**config.mk**
```make
export PLATFORM = sky130hd
export DESIGN_NAME = alu_op_select
export DESIGN_NICKNAME = d
export VERILOG_FILES = /design/src/rtl/alu_op_pkg.sv /design/src/rtl/funct_field_decoder.sv /design/src/rtl/opcode_field_decoder.sv /design/src/rtl/mode_steer.sv /design/src/rtl/alu_op_select.sv
export SDC_FILE = /design/constraint.sdc
export NUM_CORES = 1
export LEC_CHECK = 0
export BUFFER_PORTS_ARGS = -buffer_cell sky130_fd_sc_hd__clkbuf_2
export CORE_AREA = 5 5 42 44
export DETAILED_ROUTE_END_ITERATION = 10
export DIE_AREA = 0 0 47 49
export PLACE_DENSITY_LB_ADDON = 0.2
export SLEW_MARGIN = 20
export SYNTH_ARGS = -nofsm -noshare
export SYNTH_HDL_FRONTEND = slang
export SYNTH_HIERARCHICAL = 1
export SYNTH_SLANG_ARGS = --single-unit
```
**constraint.sdc**
```tcl
create_clock -name vclk -period 1.1
set_input_delay 0.11 -clock vclk [all_inputs]
set_output_delay 0.11 -clock vclk [all_outputs]
set_load 0.1 [all_outputs]
```
**src/rtl/alu_op_pkg.sv**
```systemverilog
package alu_op_pkg;
  localparam int MODE_W  = 2;
  localparam int FIELD_W = 6;
  localparam int OP_W    = 4;
  localparam int GRP_W   = 3;

  typedef enum logic [MODE_W-1:0] {
    MODE_ADD  = 2'b00,
    MODE_SUB  = 2'b01,
    MODE_RFMT = 2'b10,
    MODE_IFMT = 2'b11
  } mode_e;

  typedef enum logic [OP_W-1:0] {
    OP_ADD   = 4'b0000,
    OP_SUB   = 4'b0001,
    OP_AND   = 4'b0010,
    OP_OR    = 4'b0011,
    OP_XOR   = 4'b0100,
    OP_NOR   = 4'b0101,
    OP_SLT   = 4'b0110,
    OP_SLTU  = 4'b0111,
    OP_SLL   = 4'b1000,
    OP_SRL   = 4'b1001,
    OP_SRA   = 4'b1010,
    OP_PASSB = 4'b1011
  } aluop_e;

  typedef struct packed {
    aluop_e op;
    logic   bad;
  } dec_t;

  // Group codes taken from the top three bits of a field
  localparam logic [GRP_W-1:0] GRP_SHIFT = 3'b000;
  localparam logic [GRP_W-1:0] GRP_IMM   = 3'b001;
  localparam logic [GRP_W-1:0] GRP_ARITH = 3'b100;
  localparam logic [GRP_W-1:0] GRP_CMP   = 3'b101;

  // Shift kind from the low two bits; bit 2 marks the register-amount form
  function automatic dec_t shift_kind(logic [GRP_W-1:0] low);
    dec_t r;
    r.op  = OP_ADD;
    r.bad = 1'b0;
    unique case (low[1:0])
      2'b00:   r.op = OP_SLL;
      2'b10:   r.op = OP_SRL;
      2'b11:   r.op = OP_SRA;
      default: r.bad = 1'b1;
    endcase
    return r;
  endfunction

  // Shared arithmetic/logic row: pairs map to add/sub, then the four logic ops
  function automatic aluop_e arith_row(logic [GRP_W-1:0] low);
    aluop_e o;
    unique case (low)
      3'b000, 3'b001: o = OP_ADD;
      3'b010, 3'b011: o = OP_SUB;
      3'b100:         o = OP_AND;
      3'b101:         o = OP_OR;
      3'b110:         o = OP_XOR;
      default:        o = OP_NOR;
    endcase
    return o;
  endfunction

  function automatic dec_t decode_funct(logic [FIELD_W-1:0] f);
    dec_t r;
    r.op  = OP_ADD;
    r.bad = 1'b0;
    unique case (f[FIELD_W-1:FIELD_W-GRP_W])
      GRP_SHIFT: r = shift_kind(f[GRP_W-1:0]);
      GRP_ARITH: r.op = arith_row(f[GRP_W-1:0]);
      GRP_CMP: begin
        unique case (f[GRP_W-1:0])
          3'b010:  r.op = OP_SLT;
          3'b011:  r.op = OP_SLTU;
          default: r.bad = 1'b1;
        endcase
      end
      default: r.bad = 1'b1;
    endcase
    if (r.bad) r.op = OP_ADD;
    return r;
  endfunction

  function automatic dec_t decode_opcode(logic [FIELD_W-1:0] c);
    dec_t r;
    r.op  = OP_ADD;
    r.bad = 1'b0;
    if (c[FIELD_W-1:FIELD_W-GRP_W] == GRP_IMM) begin
      unique case (c[GRP_W-1:0])
        3'b000, 3'b001: r.op = OP_ADD;
        3'b010:         r.op = OP_SLT;
        3'b011:         r.op = OP_SLTU;
        3'b111:         r.op = OP_PASSB;
        default:        r.op = arith_row(c[GRP_W-1:0]);
      endcase
    end else begin
      r.bad = 1'b1;
    end
    return r;
  endfunction
endpackage

```
**src/rtl/funct_field_decoder.sv**
```systemverilog
module funct_field_decoder
  import alu_op_pkg::*;
(
  input  logic [FIELD_W-1:0] funct,
  output aluop_e             op,
  output logic               bad,
  output logic               shift_class
);
  dec_t res;

  always_comb begin
    res         = decode_funct(funct);
    op          = res.op;
    bad         = res.bad;
    shift_class = (funct[FIELD_W-1:FIELD_W-GRP_W] == GRP_SHIFT) && (funct[1:0] != 2'b01);
  end

  always_comb begin
    if (shift_class)
      AST_SHIFT_CLASS: assert (op == OP_SLL || op == OP_SRL || op == OP_SRA);
    if (bad)
      AST_FN_BAD_ADD: assert (op == OP_ADD);
  end
endmodule

```
**src/rtl/opcode_field_decoder.sv**
```systemverilog
module opcode_field_decoder
  import alu_op_pkg::*;
(
  input  logic [FIELD_W-1:0] opcode,
  output aluop_e             op,
  output logic               bad,
  output logic               imm_group
);
  dec_t res;

  always_comb begin
    res       = decode_opcode(opcode);
    op        = res.op;
    bad       = res.bad;
    imm_group = (opcode[FIELD_W-1:FIELD_W-GRP_W] == GRP_IMM);
  end

  always_comb begin
    if (imm_group)
      AST_IMM_ACCEPTED: assert (!bad && op != OP_SUB && op != OP_NOR);
    if (!imm_group)
      AST_OC_BAD_ADD: assert (bad && op == OP_ADD);
  end
endmodule

```
**src/rtl/mode_steer.sv**
```systemverilog
module mode_steer
  import alu_op_pkg::*;
(
  input  mode_e  mode,
  input  aluop_e fn_op,
  input  logic   fn_bad,
  input  aluop_e oc_op,
  input  logic   oc_bad,
  output aluop_e op,
  output logic   bad
);
  always_comb begin
    op  = OP_ADD;
    bad = 1'b0;
    unique case (mode)
      MODE_ADD:  op = OP_ADD;
      MODE_SUB:  op = OP_SUB;
      MODE_RFMT: begin op = fn_op; bad = fn_bad; end
      default:   begin op = oc_op; bad = oc_bad; end
    endcase
  end
endmodule

```
**src/rtl/alu_op_select.sv**
```systemverilog
module alu_op_select
  import alu_op_pkg::*;
(
  input  logic [MODE_W-1:0]  mode,
  input  logic [FIELD_W-1:0] funct,
  input  logic [FIELD_W-1:0] opcode,
  output logic [OP_W-1:0]    alu_op,
  output logic               unsupported
);
  aluop_e fn_op, oc_op, sel_op;
  logic   fn_bad, oc_bad, sel_bad;
  logic   fn_shift, oc_imm;

  funct_field_decoder u_fn (
    .funct(funct), .op(fn_op), .bad(fn_bad), .shift_class(fn_shift)
  );

  opcode_field_decoder u_oc (
    .opcode(opcode), .op(oc_op), .bad(oc_bad), .imm_group(oc_imm)
  );

  mode_steer u_steer (
    .mode(mode_e'(mode)), .fn_op(fn_op), .fn_bad(fn_bad),
    .oc_op(oc_op), .oc_bad(oc_bad), .op(sel_op), .bad(sel_bad)
  );

  assign alu_op      = sel_op;
  assign unsupported = sel_bad;

  always_comb begin
    if (mode == MODE_ADD)
      AST_ADD_MODE: assert (alu_op == OP_ADD && !unsupported);
    if (mode == MODE_SUB)
      AST_SUB_MODE: assert (alu_op == OP_SUB && !unsupported);
    if (unsupported)
      AST_UNSUP_IS_ADD: assert (alu_op == OP_ADD);
    if (mode == MODE_RFMT && fn_shift)
      AST_RFMT_SHIFT_OK: assert (!unsupported);
    if (mode == MODE_IFMT && oc_imm)
      AST_IFMT_GROUP_OK: assert (!unsupported);
  end
endmodule

```
==> impl_metrics.env <==
export IMPL_fin_area_sq_um=628
export IMPL_die_width_um=47
export IMPL_worstSetupPathType="input pin to primary output"
export IMPL_setup_worst_path_start_class="input pin"
export IMPL_fin_crit_sh=1.20
export IMPL_timing_final_ws_setup_ns=-0.224
export IMPL_io_pins=19
export IMPL_fin_crit_ns=1.32
export IMPL_arrival_ns=1.21
export IMPL_cts_setup_buffers=0
export IMPL_vias=373
export IMPL_fin_tns_setup_ns=-0.713
export IMPL_gp_congestion=0.752
export IMPL_syn_area_sq_um=282
export IMPL_rsz0062_at_grt="true"
export IMPL_fillers=143
export IMPL_drive_above_1_share=0.677
export IMPL_diodes=0
export IMPL_vias_per_cell=4.60
export IMPL_grt_overflow_total=0
export IMPL_core_area_sq_um=1400
export IMPL_violations="negative setup slack"
export IMPL_firstDrtPassIters=1
export IMPL_cp_required_ns=0.99
export IMPL_grt_pass1_vias=332
export IMPL_track_usage=0.0737
export IMPL_final_nets=81
export IMPL_die_h_um=49
export IMPL_avgSynthCellArea_sq_um=7.04
export IMPL_setup_viol=5
export IMPL_drtIter0Drc=0
export IMPL_p_per_area_nw_per_um2=416
export IMPL_whs_ns=0.677
export IMPL_dpl_cell_area_sq_um=583
export IMPL_grt_pass1_wl_um=1370
export IMPL_instances_no_fill=81
export IMPL_max_cap_violations=0
export IMPL_postLayoutCoreUtil=0.448
export IMPL_finalHoldViolCount=0
export IMPL_placedCellCount=81
export IMPL_cp_end_kind="primary output"
export IMPL_dieArea_sq_um=2300
export IMPL_antenna_found_initial=0
export IMPL_drcViolationCount=0
export IMPL_slew_headroom=0.833
export IMPL_clock_fmax_mhz=755
export IMPL_yosys_warnings=6
export IMPL_start_util=0.201
export IMPL_total_power_uw=261
export IMPL_wire_per_inst_um=10.1
export IMPL_place_hpwl_um=751
export IMPL_wl_um=815
export IMPL_syn_nets=54
export IMPL_io_buffers=19
export IMPL_dp_slack_ns=-0.243
export IMPL_nClkBuffers=0
export IMPL_area_growth_syn_to_layout_pct=123
export IMPL_rows=14
export IMPL_hold_class="input pin to primary output"
export IMPL_p_leak_nw=0.284
export IMPL_syn_inst=40
export IMPL_drtAntennaViolNets=0
export IMPL_tightest_slew_ns=0.244
export IMPL_drv_slew=0
export IMPL_hold_buffers=0
export IMPL_max_vdd_ir_drop_mv=0.201
export IMPL_grt_max_degree=8
export IMPL_crit_path_max_fanout=2
export IMPL_seqCellArea_sq_um=0
export IMPL_nFlopsAndLatches=0
export IMPL_status="finished, violations left"
where the power goes:
group | internal, mW | switching, mW
sequential | 0 | 0
combinational | 0.122 | 0.140
clock | 0 | 0
timing repair:
item                                    CTS  global route
resized for setup                         4             8
pin swaps                                 5             7
endpoints found under the setup margin    5             5
final timing paths:
path     start         to  cells after the start
max   funct[5]  alu_op[0]                      6
min    mode[1]  alu_op[0]                      3
cells in the final DEF, fill, tap and decap left out, drive strengths merged:
| cell | instances |
|---|---|
| nand2 | 2 |
| a31oi | 2 |
| nor2b | 6 |
| inv | 4 |
| nand3 | 2 |
| and4 | 1 |
| nor2 | 1 |
| a2111o | 1 |
| a21oi | 3 |
| xnor2 | 1 |
| buf | 16 |
| nand3b | 1 |
| nor3b | 2 |
| clkbuf | 11 |
| o21bai | 1 |
| o211a | 2 |
| nor3 | 1 |
| nand4 | 1 |
| and3 | 1 |
| o211ai | 1 |
| o21a | 1 |
| mux2i | 4 |
layer usage:
metal | global-route usage | up-vias | share of wire
met5 | 0 | - | 0
li1 | - | 199 | -
met3 | 0.0111 | 0 | 0.11
met1 | 0.0980 | 163 | 0.37
met2 | 0.129 | 11 | 0.52
met4 | 0 | 0 | 0
critical path: stages:
cell      delay (ns)
buf_6           0.09
a2111o_1        0.41
a21oi_2         0.16
a21oi_2         0.08
a31oi_4         0.17
buf_12          0.19
layout make-up:
cell class / instances / area (sq um) / area share
repair buffers: 27 / 256 / 0.408
well taps: 16 / 20.0 / 0.0319
multi-input cells: 34 / 337 / 0.536
inverters: 4 / 15.0 / 0.0239
Power figures use the tool's default switching activity.
